### config.mk
export PLATFORM = sky130hd
export DESIGN_NAME = alarm_mode_ctrl
export DESIGN_NICKNAME = d
export VERILOG_FILES = /design/src/rtl/alarm_ctrl_pkg.sv /design/src/rtl/rst_release_sync.sv /design/src/rtl/mode_fsm.sv /design/src/rtl/field_sel.sv /design/src/rtl/ring_phase.sv /design/src/rtl/alarm_mode_ctrl.sv
export SDC_FILE = /design/constraint.sdc
export NUM_CORES = 1
export LEC_CHECK = 0
export ABC_CLOCK_PERIOD_IN_PS = 3750
export CAP_MARGIN = 20
export CORE_ASPECT_RATIO = 1.25
export CORE_UTILIZATION = 34
export CTS_CLUSTER_DIAMETER = 40
export DETAILED_ROUTE_END_ITERATION = 7
export SLEW_MARGIN = 25
export SYNTH_ARGS = -nofsm -noshare
export SYNTH_HDL_FRONTEND = slang
export SYNTH_SLANG_ARGS = --single-unit
### constraint.sdc
create_clock -name clk -period 3.75 [get_ports clk]
set_clock_uncertainty 0.1 [all_clocks]
set_input_delay 0.9375 -clock clk [delete_from_list [all_inputs] [get_ports clk]]
set_output_delay 0.9375 -clock clk [all_outputs]
set_load 0.03 [all_outputs]
### src/rtl/alarm_ctrl_pkg.sv
package alarm_ctrl_pkg;
  typedef enum logic [1:0] {
    MODE_RUN  = 2'd0,
    MODE_ADJ  = 2'd1,
    MODE_RING = 2'd2
  } mode_e;
endpackage

### src/rtl/rst_release_sync.sv
module rst_release_sync #(
  parameter int STAGES = 2
) (
  input  logic clk,
  input  logic rst_n,
  output logic rst_sync_n
);
  logic [STAGES-1:0] chain_q;

  always_ff @(posedge clk or negedge rst_n) begin
    if (!rst_n) chain_q <= '0;
    else        chain_q <= {chain_q[STAGES-2:0], 1'b1};
  end

  assign rst_sync_n = chain_q[STAGES-1];
endmodule

### src/rtl/mode_fsm.sv
module mode_fsm
  import alarm_ctrl_pkg::*;
(
  input  logic  clk,
  input  logic  rst_n,
  input  logic  btn_ctr,
  input  logic  any_btn,
  input  logic  time_eq,
  output mode_e mode_o
);
  mode_e mode_q, mode_d;
  logic  armed_q, armed_d;

  always_comb begin
    mode_d = mode_q;
    case (mode_q)
      MODE_RUN: begin
        if (btn_ctr)                mode_d = MODE_ADJ;
        else if (time_eq && armed_q) mode_d = MODE_RING;
      end
      MODE_ADJ:  if (btn_ctr) mode_d = MODE_RUN;
      MODE_RING: if (any_btn) mode_d = MODE_RUN;
      default:   mode_d = MODE_RUN;
    endcase
  end

  always_comb begin
    armed_d = armed_q;
    if (mode_q == MODE_RING && any_btn) armed_d = 1'b0;
    else if (!time_eq)                  armed_d = 1'b1;
  end

  always_ff @(posedge clk or negedge rst_n) begin
    if (!rst_n) begin
      mode_q  <= MODE_RUN;
      armed_q <= 1'b1;
    end else begin
      mode_q  <= mode_d;
      armed_q <= armed_d;
    end
  end

  assign mode_o = mode_q;

  assert_center_exit_R2: assert property (@(posedge clk) disable iff (!rst_n)
    (mode_q == MODE_ADJ && btn_ctr) |=> (mode_q == MODE_RUN));
  assert_adj_no_ring_R8: assert property (@(posedge clk) disable iff (!rst_n)
    (mode_q == MODE_ADJ) |=> (mode_q != MODE_RING));
  assert_ring_silence_R10: assert property (@(posedge clk) disable iff (!rst_n)
    (mode_q == MODE_RING && any_btn) |=> (mode_q == MODE_RUN));
  assert_no_retrigger_R11: assert property (@(posedge clk) disable iff (!rst_n)
    (mode_q == MODE_RING && any_btn) ##1 (time_eq && !any_btn) |=> (mode_q == MODE_RUN));
endmodule

### src/rtl/field_sel.sv
module field_sel #(
  parameter int NUM_FIELDS = 4
) (
  input  logic                  clk,
  input  logic                  rst_n,
  input  logic                  adj,
  input  logic                  step_fwd,
  input  logic                  step_back,
  output logic [NUM_FIELDS-1:0] led_o
);
  localparam int SEL_W = $clog2(NUM_FIELDS);
  localparam logic [SEL_W-1:0] LAST = SEL_W'(NUM_FIELDS - 1);

  logic [SEL_W-1:0] sel_q, sel_d;
  logic             sel_en;

  assign sel_en = adj && (step_fwd ^ step_back);

  always_comb begin
    if (step_fwd) sel_d = (sel_q == LAST) ? '0 : sel_q + 1'b1;
    else          sel_d = (sel_q == '0) ? LAST : sel_q - 1'b1;
  end

  always_ff @(posedge clk or negedge rst_n) begin
    if (!rst_n)      sel_q <= '0;
    else if (sel_en) sel_q <= sel_d;
  end

  for (genvar i = 0; i < NUM_FIELDS; i++) begin : g_led
    assign led_o[i] = adj && (sel_q == SEL_W'(i));
  end

  assert_field_onehot_R6: assert property (@(posedge clk) disable iff (!rst_n)
    adj |-> ($countones(led_o) == 1));
  assert_field_dark_R6: assert property (@(posedge clk) disable iff (!rst_n)
    !adj |-> (led_o == '0));
endmodule

### src/rtl/ring_phase.sv
module ring_phase (
  input  logic clk,
  input  logic rst_n,
  input  logic ringing,
  input  logic half_slow,
  input  logic half_fast,
  output logic slow_on,
  output logic fast_on
);
  logic slow_q, fast_q;

  always_ff @(posedge clk or negedge rst_n) begin
    if (!rst_n) begin
      slow_q <= 1'b0;
      fast_q <= 1'b0;
    end else if (!ringing) begin
      slow_q <= 1'b0;
      fast_q <= 1'b0;
    end else begin
      if (half_slow) slow_q <= ~slow_q;
      if (half_fast) fast_q <= ~fast_q;
    end
  end

  assign slow_on = ringing && !slow_q;
  assign fast_on = ringing && !fast_q;
endmodule

### src/rtl/alarm_mode_ctrl.sv
module alarm_mode_ctrl
  import alarm_ctrl_pkg::*;
#(
  parameter int NUM_FIELDS  = 4,
  parameter int SYNC_STAGES = 2
) (
  input  logic                  clk,
  input  logic                  rst_n,
  input  logic                  btn_center,
  input  logic                  btn_up,
  input  logic                  btn_down,
  input  logic                  btn_left,
  input  logic                  btn_right,
  input  logic                  half_1hz,
  input  logic                  half_5hz,
  input  logic                  time_eq,
  output logic                  led_mode,
  output logic [NUM_FIELDS-1:0] led_field,
  output logic                  dp_blink,
  output logic                  buzzer,
  output logic                  inc_stb,
  output logic                  dec_stb
);
  logic  rst_s_n;
  logic  any_btn;
  mode_e mode;
  logic  in_adj, in_ring;
  logic  blink_on, buzz_on;
  logic  inc_q, dec_q, inc_d, dec_d;

  rst_release_sync #(.STAGES(SYNC_STAGES)) u_rst (
    .clk(clk), .rst_n(rst_n), .rst_sync_n(rst_s_n));

  assign any_btn = btn_center | btn_up | btn_down | btn_left | btn_right;

  mode_fsm u_fsm (
    .clk(clk), .rst_n(rst_s_n), .btn_ctr(btn_center), .any_btn(any_btn),
    .time_eq(time_eq), .mode_o(mode));

  assign in_adj  = (mode == MODE_ADJ);
  assign in_ring = (mode == MODE_RING);

  field_sel #(.NUM_FIELDS(NUM_FIELDS)) u_field (
    .clk(clk), .rst_n(rst_s_n), .adj(in_adj), .step_fwd(btn_right),
    .step_back(btn_left), .led_o(led_field));

  ring_phase u_phase (
    .clk(clk), .rst_n(rst_s_n), .ringing(in_ring), .half_slow(half_1hz),
    .half_fast(half_5hz), .slow_on(blink_on), .fast_on(buzz_on));

  assign inc_d = in_adj && btn_up && !btn_down;
  assign dec_d = in_adj && btn_down && !btn_up;

  always_ff @(posedge clk or negedge rst_s_n) begin
    if (!rst_s_n) begin
      inc_q <= 1'b0;
      dec_q <= 1'b0;
    end else begin
      inc_q <= inc_d;
      dec_q <= dec_d;
    end
  end

  assign inc_stb  = inc_q;
  assign dec_stb  = dec_q;
  assign led_mode = in_adj | blink_on;
  assign dp_blink = !in_adj;
  assign buzzer   = buzz_on;

  assert_strobe_excl_R7: assert property (@(posedge clk) disable iff (!rst_s_n)
    !(inc_stb && dec_stb));
  assert_strobe_adj_R7: assert property (@(posedge clk) disable iff (!rst_s_n)
    (inc_stb || dec_stb) |-> ($past(mode) == MODE_ADJ));
  assert_buzz_ring_R9: assert property (@(posedge clk) disable iff (!rst_s_n)
    buzzer |-> in_ring);
  assert_ring_entry_R9: assert property (@(posedge clk) disable iff (!rst_s_n)
    $rose(in_ring) |-> (led_mode && buzzer));
endmodule

==> summary.md <==
| Metric | Value |
|---|---|
| Status | finished, final reports clean |
| RR Endpoint | u_field.sel_q[1] |
| Post-CTS sizing | 0 |
| Largest net degree at the start of global routing | 10 |
| Hold-fix buffers, CTS | 0 |
| Count of cell types in the netlist | 24 |
| Seq cells post-synth | 11 |
| IR drop worst, VDD | 0.3368 mV |
| DRT antenna net count | 0 |
| H-tree Lvls | 1 |
| Leakage dissipation | 0.3592 nW |
| Total die area | ~2000 um2 |
| Mean post-synth cell area | between 10 and 15 um2 |
| Most common cell after layout, fill and taps aside | clkdlybuf4s50_1 |
| Number of setup buffers added after CTS | 0 |
| Reg2reg setup slack | between 2 and 2.5 ns |
| Crit path required time | 2.71 ns |
| Critical path fanouts, max | 9 |
| RSZ-0062 raised after global routing | no |
| Hold Crit Class | reg -> async |
| Clk root buf | clkbuf_4 |
| All-Layer GR Usage | 0.1478 |
| Buffers added on ports | 18 |
| Synthesis Warnings | 0 |
| Critical path type | reg -> out |
| Ant. Diodes | 0 |
| Total negative slack | 0 ns |
| CTS max path bufs | 2 |
| Most frequent cells in the layout | clkdlybuf4s50_1, dfrtp_1, nor2_1, inv_1 |
| Row Count | 16 |
| Worst setup EP type | output pin |
| Critical path startpoint | u_fsm.mode_o[0] |
| First-pass GRT wire length | 2063 um |
| Metal3 WL | 45 um |
| Drt pass-1 iters | 4 |
| Nets | 93 |
| Vias per cell | between 4 and 5 |
| Share of cells above drive strength 1 | 0.1282 |
| Vias | 476 |
| Vias in the first global route | 479 |
| Hold Vio Cnt, Final | 0 |
| Area Growth Syn to Fin | 35.11% |
| Met1 WL | a little over 500 um |
| Die H | 49.33 um |
| Met2 WL post-DR | 591 um |
| Crit start category | register |
| Gr ovfl total | 0 |
| Sequential area share after synthesis | 0.4538 |
| Io pins | 19 |
| Worst EP arrival | around 2.0 ns |
| Clk_lat worst skew | 0.26 ns |
| Post-route DRC violation count | 0 |
| CTS Sinks | 11 |
| Fmax | approximately 330 MHz |
| Clk slew on worst S/H paths | 0.07 ns |
| Top routing layer in use | met4 |
| Worst setup path end | led_mode |
| WL per Instance | 12.24 um |
| Detailed-route wire length | about 1200 um |
| Slew Limit Fails | 0 |
| Crit path time final | about 3 ns |
| CTS buffer count | 3 |
| 1st-iter DRT viols | 2 |
| Cells after Synth | 58 |
| WHS | 0.05034 ns |
| Initial Utilization | 0.3758 |
| Die extent in x | between 30 and 40 um |
| HPWL Detailed | 903.8 um |
| Power Density | between 600 and 700 nW/um2 |
| Worst r2r src | u_field.sel_q[0] |
| Cells on worst reg2reg path | 5 |
| Cell Area, Synth | 609.3 um2 |
| Period utilization | 0.8107 |
| CTS tree | yes |
| Syn nets | between 70 and 80 |
| Max-cap violations | 0 |
| Placer congestion estimate | 0.7743 |
| Initial antenna violation count | 0 |
| Core area | between 1500 and 2000 um2 |
| Final Setup Violations | 0 |
## stage by stage
stage | cell area [um2] | utilization | std cells | total power [mW] | setup slack (ns)
finish | 823.3 | 0.5077 | 96 | 0.5497 | 0.7097
floorplan | 609.3 | - | 58 | 0.3822 | 1.349
detailed placement | 795.8 | 0.4907 | 92 | 0.4724 | 1.011
global route | 823.3 | 0.5077 | 96 | 0.5935 | 0.5585
global placement | 795.8 | 0.4907 | 92 | 0.4717 | 1.049
CTS | 823.3 | 0.5077 | 96 | 0.5547 | 0.7015
## worst min-delay path by stage
stage                          start          endpoint  slack, ns  depth (start not counted)
finish              u_rst.chain_q[1]  u_field.sel_q[1]       0.05                          0
global route        u_rst.chain_q[1]    u_phase.fast_q       0.11                          0
CTS                 u_rst.chain_q[1]    u_phase.slow_q       0.07                          0
detailed placement  u_rst.chain_q[1]    u_phase.fast_q       0.06                          0
global placement    u_rst.chain_q[1]  u_field.sel_q[0]       0.06                          0
floorplan           u_rst.chain_q[1]           dec_stb      0.007                          0
## cells in the mapped netlist
| library cell | count | area, um2 |
|---|---|---|
| nor2_1 | 7 | 26.28 |
| nor2b_2 | 1 | 8.760 |
| inv_1 | 5 | 18.77 |
| dfrtp_1 | 10 | 250.2 |
| o21ai_0 | 2 | 10.01 |
| nor4b_1 | 1 | 8.760 |
| nand2b_1 | 1 | 6.260 |
| nor3b_2 | 2 | 25.02 |
| xnor2_1 | 3 | 26.28 |
| a21oi_1 | 2 | 10.01 |
| ha_1 | 4 | 50.05 |
| nor2b_1 | 2 | 12.51 |
| buf_2 | 1 | 5.000 |
| conb_1 | 1 | 3.750 |
| dfstp_2 | 1 | 26.28 |
| nor4_1 | 1 | 6.260 |
| o21ba_2 | 1 | 10.01 |
| buf_6 | 1 | 11.26 |
| nor4bb_1 | 1 | 10.01 |
| o21ai_1 | 1 | 5.000 |
| a31oi_1 | 3 | 18.77 |
| and4bb_2 | 1 | 12.51 |
| o221a_1 | 2 | 22.52 |
| and2_1 | 4 | 25.02 |
## power by group
part           switching (mW)  internal [mW]  total [mW]  leakage [nW]
clock network          0.0403         0.0394      0.0797        0.0177
registers              0.0383          0.149       0.187         0.138
logic                   0.149          0.134       0.283         0.204
total                   0.228          0.322       0.550         0.359
## logic make-up (layout without fill, tap and decap cells)
kind of cell	count (synthesis)	count (layout)	synth area share
and+or+nand+nor	21	21	0.2320
AOI/OAI and AO/OA	11	11	0.1253
DFF	11	11	0.4538
buffers and inverters	7	27	0.05749
adders and majority gates	4	4	0.08214
xor gates and xnor gates	3	3	0.04313
other	1	1	0.006154
## cell type report
cell class / count / area (um2)
Inverter: 5 / 18.77
Multi-Input combinational cell: 40 / 297.8
Sequential cell: 11 / 276.5
Clock buffer: 3 / 22.52
Timing Repair Buffer: 18 / 180.2
Tap cell: 18 / 22.52
Fill cell: 144 / 798.3
Clock inverter: 1 / 5.005
## metal layers
metal  track usage  up-vias
met5             0        -
met4       0.06897        0
met3       0.01826        2
met2        0.2258       17
met1        0.1988      222
li1              -      235
## sequential cells by signal (all words and copies together), names as in the netlist
signal          count
u_field.sel_q       2
u_fsm.armed_q       1
u_rst.chain_q       2
u_phase.fast_q      1
u_fsm.mode_o        2
inc_stb             1
dec_stb             1
u_phase.slow_q      1
## critical path, stage by stage (launching register included)
cell	delay [ns]
dfrtp_1	0.43
nor2b_2	0.36
inv_1	0.16
o21ai_0	0.10
clkdlybuf4s50_1	0.69
No activity file was read; power rests on OpenSTA's default activity.
